--- src/rtl/guard_timer.sv ---
module guard_timer #(
  parameter int CW = 16,
  parameter int RW = 8
) (
  input  logic          clk,
  input  logic          rst,
  input  logic          en,
  input  logic [1:0]    div_sel,
  input  logic [RW-1:0] reload_hi,
  input  logic          kick,
  input  logic          clr_flag,
  output logic          bite,
  output logic          bitten
);
  localparam int PW = 8;
  localparam int LW = CW - RW;

  logic [CW-1:0] cnt;
  logic [PW-1:0] pre;
  logic [1:0]    sel_q;
  logic [PW-1:0] pre_top;
  logic          tick, wrap, restart, fire;
  logic [CW-1:0] start_val;

  function automatic logic [PW-1:0] top_of(input logic [1:0] code);
    case (code)
      2'd0:    top_of = PW'(1);
      2'd1:    top_of = PW'(127);
      2'd2:    top_of = PW'(3);
      default: top_of = PW'(255);
    endcase
  endfunction

  assign pre_top   = top_of(sel_q);
  assign tick      = (pre == pre_top);
  assign wrap      = &cnt;
  assign restart   = !en || kick;
  assign fire      = !restart && tick && wrap;
  assign start_val = {reload_hi, {LW{1'b0}}};

  always_ff @(posedge clk) begin
    if (rst) begin
      cnt   <= '0;
      pre   <= '0;
      sel_q <= 2'd0;
      bite  <= 1'b0;
    end else begin
      bite <= fire;
      if (restart || fire) begin
        cnt   <= start_val;
        pre   <= '0;
        sel_q <= div_sel;
      end else if (tick) begin
        cnt <= cnt + 1'b1;
        pre <= '0;
      end else begin
        pre <= pre + 1'b1;
      end
    end
  end

  always_ff @(posedge clk) begin
    if (rst)           bitten <= 1'b0;
    else if (fire)     bitten <= 1'b1;
    else if (clr_flag) bitten <= 1'b0;
  end
endmodule

--- config.mk ---
export PLATFORM = sky130hd
export DESIGN_NAME = guard_timer
export DESIGN_NICKNAME = d
export VERILOG_FILES = /design/src/rtl/guard_timer.sv
export SDC_FILE = /design/constraint.sdc
export NUM_CORES = 1
export LEC_CHECK = 0
export ABC_AREA = 1
export BUFFER_PORTS_ARGS = -buffer_cell sky130_fd_sc_hd__buf_2
export CORE_MARGIN = 4
export CORE_UTILIZATION = 53
export DETAILED_ROUTE_END_ITERATION = 7
export PLACE_DENSITY = 0.73
export REMOVE_ABC_BUFFERS = 1
export SYNTH_ARGS = -nofsm -noshare
export SYNTH_HDL_FRONTEND = slang
export SYNTH_SLANG_ARGS = --single-unit
--- constraint.sdc ---
create_clock -name clk -period 1.7 [get_ports clk]
set_input_delay 0.34 -clock clk [delete_from_list [all_inputs] [get_ports clk]]
set_output_delay 0.34 -clock clk [all_outputs]
set_load 0.005 [all_outputs]
==> metrics.cfg, run 1 <==
[run_status]
status = finished clean

[yosys]
synth_top_family_by_area = simple AND/OR/NAND/NOR gates
yosysTopAreaCellShare_pct = 31.7
yosys_warnings = 0
yosys.area.top_type = dfxtp_1
netlist_instances = 272
syn_avg_cell_area_um2 = 6.50
synthTopCellsByArea = dfxtp_1 (32%), nand2_1 (16%), nor2_1 (10%)
syn-cell-area_mm2 = 0.00177
synthAdderAreaFrac_pct = 1.42
synth.area.mux_share_pct = 0
synth_xor_xnor_area_share_pct = 3.97
ys_seq_area_share_pct = 31.7
synth-compound-area-share_pct = 4.18
yosysUniqueCellTypes = 26
synthSimpleGateAreaFrac_pct = 47.3
ys_ff_latch = 28

[clock_tree]
clockBufferDepth = 2
htree_levels = 1
cts_root_buffer = clkbuf_4
cts_buffers = 3
path_clk_slew_ns = 0.15
hold_buffers = 0
clk_latency_ns = 0.33
cts_tree = yes
cts_sinks = 28

[floorplanning]
die-area_mm2 = 0.00432
start_util_pct = 56.5
die_y_um = 65.7
io_pins = 17
fp.dieW_um = 65.7
placementRows = 20
core_area_mm2 = 0.00313

[sta]
hold_violations = 0
fin_skew_ns = 0.00208
slew_viol_final = 0
tightest_slew_ns = 0.266
post-route-min-period_ns = 1.59
slew_headroom_pct = 82.2
final.period_utilization_pct = 93.6
finalSetupViolCount = 0
fin_hold_ws_ns = 0.218
rsz0062_at_grt = true
fmax_mhz = 628
fin_ws_ns = 0.108

[worst_setup_path]
endpoint_kind = flop
worst-path-max-fanout = 5
crit_type = flop to flop
start_kind = flop
crit_required_ns = 1.98
arrival_ns = 1.87

[placement]
portBuffers = 16
pre_cts_ws_ns = 0.0278
globalplace.congestion = 0.935
dpl.hpwl_mm = 2.93
placed_area_mm2 = 0.00195

[detailed_routing]
vias = 1712
drtIter0Drc = 105
drc = 0
wl_mm = 3.93
avgViaCountPerCell = 4.91
ant_nets = 0
routedWlPerCell_um = 11.3
firstDrtPassIters = 4

[finish]
fill_cells = 296
stdcell_area_mm2 = 0.00211
syn_to_final_growth_pct = 19.4
drive_gt1_share_pct = 23.6
diodes = 0
final_net_count = 323

[power]
power_density_mw_per_mm2 = 614
ir_drop_mv = 0.411
power_leakage_nw = 0.996

[run]
cap_viol_max_count = 0

[global_routing]
grt.total_usage_pct = 20.2
overflow = 0
grt_pass1_vias = 1574
grt_pass1_wl_mm = 6.76
antenna_found_initial = 0
grt_max_degree = 17

[hold_path]
hp-class = input pin to flop

## where the power goes
group	switching, mW	internal [mW]
combinational	0.0916	0.0670
sequential	0.0210	0.674
clock	0.203	0.239
## cell usage in the layout (no fill, tap or decap), drive strengths merged, types with 2 or more instances in the layout
cell,count
nor2,55
clkbuf,4
xor2,5
xnor2,3
nand4,10
inv,41
nand3,27
o21ai,7
nand2,81
dfxtp,28
ha,2
a21oi,6
buf,31
## cell type report
cell class                 instances  area (um2)  area share (%)
tap                               44        55.1            2.61
clock inverter                     1        30.0            1.42
clock buffer                       3        22.5            1.07
inverter                          41         159            7.53
timing repair buffer              32         234            11.1
multi-input combinational        200        1040            49.2
sequential                        28         572            27.1
## worst max-delay path, stage by stage, from the launching register on
cell and delay, ns:
dfxtp_2 0.38, ha_4 0.16, nand3_4 0.10, nor2_8 0.16
nand3_4 0.09, nor2_4 0.10, nand2_4 0.08, nand2_4 0.11
buf_12 0.13, nand2_2 0.04, nand2_1 0.05, nor2_1 0.04
nor2_1 0.11
## routing by layer
layer  GRT usage, %  share of wire (%)
met3           3.08                3.5
met5              0                  0
met4           9.07                2.2
met1           26.2                 48
met2           32.7                 46
## cell families after synthesis
| group | count (synthesis) |
|---|---|
| buffers and inverters | 44 |
| adder cells (fa/ha/maj) | 2 |
| AO/OA/AOI/OAI | 14 |
| flip-flops | 28 |
| AND/OR/NAND/NOR | 176 |
| XOR/XNOR | 8 |
## cell usage after synthesis
master and number:
inv_6 1, dfxtp_1 28, nand3b_1 1, o21ai_0 7, nand3_1 23, buf_6 2
nand3_4 1, nand3_2 3, nand2_4 2, nor2_1 48, buf_12 1, a21oi_1 6
ha_1 2, xor2_1 5, or2_2 1, nand2_2 4, nor3_1 1, nor2_2 1
inv_1 38, nor2_8 1, xnor2_1 3, nor2_4 5, a21o_2 1, nand4_1 10
inv_2 2, nand2_1 75
## what timing repair did
item                                    CTS  global route
setup buffers                             0             5
resized for setup                         0            18
endpoints found under the hold margin     0             0
endpoints found under the setup margin    0            26
## path summary, 6_finish.rpt
path         cells past startpoint                 start  slack (ns)                    end
max reg2reg                     12   cnt[1]$_SDFFE_PP0P_        0.11   cnt[15]$_SDFFE_PP0P_
min                              3            div_sel[1]        0.22  sel_q[1]$_SDFFE_PP0P_
min reg2reg                      2  cnt[14]$_SDFFE_PP0P_        0.47   cnt[14]$_SDFFE_PP0P_
max                             12   cnt[1]$_SDFFE_PP0P_        0.11   cnt[15]$_SDFFE_PP0P_
## sequential cells by signal (all words and copies together) (netlist names)
signal,count
cnt,16
pre,8
sel_q,2
bite,1
bitten,1
## through the flow
step / util, % / std cells / total power [mW] / TNS [ns]
6_report: 67.4 / 349 / 1.29 / 0
5_1_grt: 67.4 / 349 / 1.36 / -0.111
4_1_cts: 63.9 / 343 / 1.31 / 0
3_5_place_dp: 62.2 / 339 / 0.856 / 0
3_3_place_gp: 62.2 / 339 / 0.854 / 0
2_1_floorplan: - / 269 / 0.800 / 0
No activity file was read; power rests on OpenSTA's default activity.
==> inputs of run 2 (changes only) <==
--- a/config.mk
+++ b/config.mk
@@ -7,10 +7,12 @@
 export LEC_CHECK = 0
 export ABC_AREA = 1
 export BUFFER_PORTS_ARGS = -buffer_cell sky130_fd_sc_hd__buf_2
-export CORE_MARGIN = 4
-export CORE_UTILIZATION = 53
+export CELL_PAD_IN_SITES_DETAIL_PLACEMENT = 1
+export CELL_PAD_IN_SITES_GLOBAL_PLACEMENT = 1
+export CORE_MARGIN = 2
+export CORE_UTILIZATION = 41
 export DETAILED_ROUTE_END_ITERATION = 7
-export PLACE_DENSITY = 0.73
+export PLACE_DENSITY_LB_ADDON = 0.1
 export REMOVE_ABC_BUFFERS = 1
 export SYNTH_ARGS = -nofsm -noshare
 export SYNTH_HDL_FRONTEND = slang
==> run 2 against run 1 <==
Against the previous run:
- critical path depth down 2
- clock-buffer cell count did not move
- combinational power barely moved
- first-iteration DRC count is 52% lower
- via count increased by 1.6%
- power up 8.4%
- register-to-register slack about the same
- clock skew grew 0.0011 ns
- sequential power decreased by 0.7%
- hold slack improved by 0.064 ns
- utilization decreased by 15 points
- routed wire length grew 18%
- largest cell class unchanged
- largest power group unchanged
==> metrics.cfg, run 2 (synthesis results as in run 1) <==
[run_status]
status = finished clean

[floorplanning]
start_util_pct = 43.2  ; -13 points
die_y_um = 69.6  ; +5.9%
placementRows = 23  ; +15%
die-area_mm2 = 0.00485  ; +12%
fp.dieW_um = 69.6  ; +5.9%
io_pins = 17  ; unchanged
core_area_mm2 = 0.00409  ; +31%

[sta]
finalSetupViolCount = 0  ; unchanged
fin_skew_ns = 0.00316  ; +0.00108 ns
tns_ns = 0  ; unchanged
slew_headroom_pct = 81.9  ; -0.34 points
slew_viol_final = 0  ; unchanged
final.period_utilization_pct = 93.4  ; -0.24 points
tightest_slew_ns = 0.271  ; +0.00516 ns
hold_violations = 0  ; unchanged
post-route-min-period_ns = 1.59  ; -0.00411 ns
fmax_mhz = 630  ; +0.26%
fin_hold_ws_ns = 0.282  ; +0.0636 ns

[global_routing]
grt_pass1_wl_mm = 8.17  ; +21%
grt.total_usage_pct = 20.7  ; +0.55 points
antenna_found_initial = 0  ; unchanged
grt_max_degree = 17  ; unchanged
grt_pass1_vias = 1789  ; +14%
overflow = 0  ; unchanged

[detailed_routing]
ant_nets = 0  ; unchanged
vias = 1740  ; +1.6%
firstDrtPassIters = 4  ; unchanged
avgViaCountPerCell = 4.86  ; -0.92%
routedWlPerCell_um = 13.0  ; +15%
wl_mm = 4.65  ; +18%
drtIter0Drc = 50  ; -52%
drc = 0  ; unchanged

[worst_setup_path]
start_kind = flop
arrival_ns = 1.76  ; -0.11 ns
crit_required_ns = 1.87  ; -0.11 ns
crit_type = flop to flop
endpoint_kind = flop
worst-path-max-fanout = 6  ; +1

[hold_path]
hp-class = input pin to flop

[finish]
layout_common_cells = nand2_1 (73), nor2_1 (47), inv_1 (37), nand3_1 (23), dfxtp_1 (19)
final_net_count = 326  ; +0.93%
fill_cells = 573  ; +94%
fin_cells = 358  ; +2.6%
drive_gt1_share_pct = 24.4  ; +0.74 points
final_common_cell = nand2_1
reg_top3 = cnt: 16 flops, pre: 8 flops, sel_q: 2 flops
syn_to_final_growth_pct = 21.1
utilization_pct = 52.4  ; -15 points
diodes = 0  ; unchanged
largest_reg_flops = 16  ; unchanged
top_register = cnt

[clock_tree]
clk_latency_ns = 0.28  ; -0.05 ns
htree_levels = 1  ; unchanged
hold_buffers = 0  ; unchanged
clockBufferDepth = 2  ; unchanged
cts_root_buffer = clkbuf_8
cts_tree = yes
cts_buffers = 3  ; unchanged
cts_sinks = 28  ; unchanged
path_clk_slew_ns = 0.11  ; -0.04 ns

[run]
cap_viol_max_count = 0  ; unchanged

[power]
ir_drop_mv = 0.340  ; -17%
power_leakage_nw = 1.01  ; +1.0%
power_density_mw_per_mm2 = 656  ; +6.9%

[placement]
globalplace.congestion = 0.778  ; -17%
dpl.hpwl_mm = 3.60  ; +23%
portBuffers = 16  ; unchanged
dp.cells = 350  ; +3.2%

==> run 2: path summary, 6_finish.rpt <==
kind / start / end / slack [ns] / depth (start not counted)
min: div_sel[0] / sel_q[0]$_SDFFE_PP0P_ / 0.28 / 3
min reg2reg: cnt[14]$_SDFFE_PP0P_ / cnt[14]$_SDFFE_PP0P_ / 0.46 / 2
max reg2reg: cnt[0]$_SDFFE_PP0P_ / cnt[0]$_SDFFE_PP0P_ / 0.11 / 10
max: cnt[0]$_SDFFE_PP0P_ / cnt[0]$_SDFFE_PP0P_ / 0.11 / 10
==> run 2: power breakdown <==
part / leakage (nW) / internal [mW] / switching (mW)
Combinational: 0.737 / 0.0652 / 0.0956
Sequential: 0.233 / 0.670 / 0.0206
Clock: 0.0357 / 0.316 / 0.237
Total: 1.01 / 1.05 / 0.353
==> run 2: routing by layer <==
metal	part of all wire, %	track usage (%)
met1	49	28.4
met2	48	34.4
met3	1.7	2.47
met5	0	0
met4	1.1	5.56
==> run 2: final cells by class <==
class | instances | area [um2] | area share, %
multi-input cells | 200 | 1040 | 48.5
flip-flops and latches | 28 | 579 | 27.1
repair buffers | 35 | 230 | 10.8
inverters | 41 | 159 | 7.43
well taps | 50 | 62.6 | 2.92
clock buffers | 3 | 41.3 | 1.93
clock inverters | 1 | 30.0 | 1.40
==> run 2: through the flow <==
| stage | setup slack [ns] | total power [mW] | area, um2 |
|---|---|---|---|
| 2_1_floorplan | 0.104 | 0.800 | 1720 |
| 3_3_place_gp | 0.0444 | 0.860 | 1980 |
| 3_5_place_dp | 0.0316 | 0.865 | 1980 |
| 4_1_cts | 0.0130 | 1.42 | 2050 |
| 5_1_grt | -0.0353 | 1.46 | 2140 |
| 6_report | 0.113 | 1.40 | 2140 |
==> run 2: critical path, stage by stage, from the launching register on <==
cell and delay (ns):
dfxtp_2 0.38, ha_4 0.17, nand3_4 0.10, nor2_8 0.17, nand3_4 0.10, nor2_4 0.11
nand2_4 0.06, nand2_4 0.07, nor2_1 0.07, inv_1 0.18, a21oi_1 0.08
==> run 2: what timing repair did <==
item | in CTS | in global routing
buffers inserted | 0 | 4
endpoints found under the setup margin | 2 | 26
resized for setup | 1 | 22
pin swaps | 0 | 6
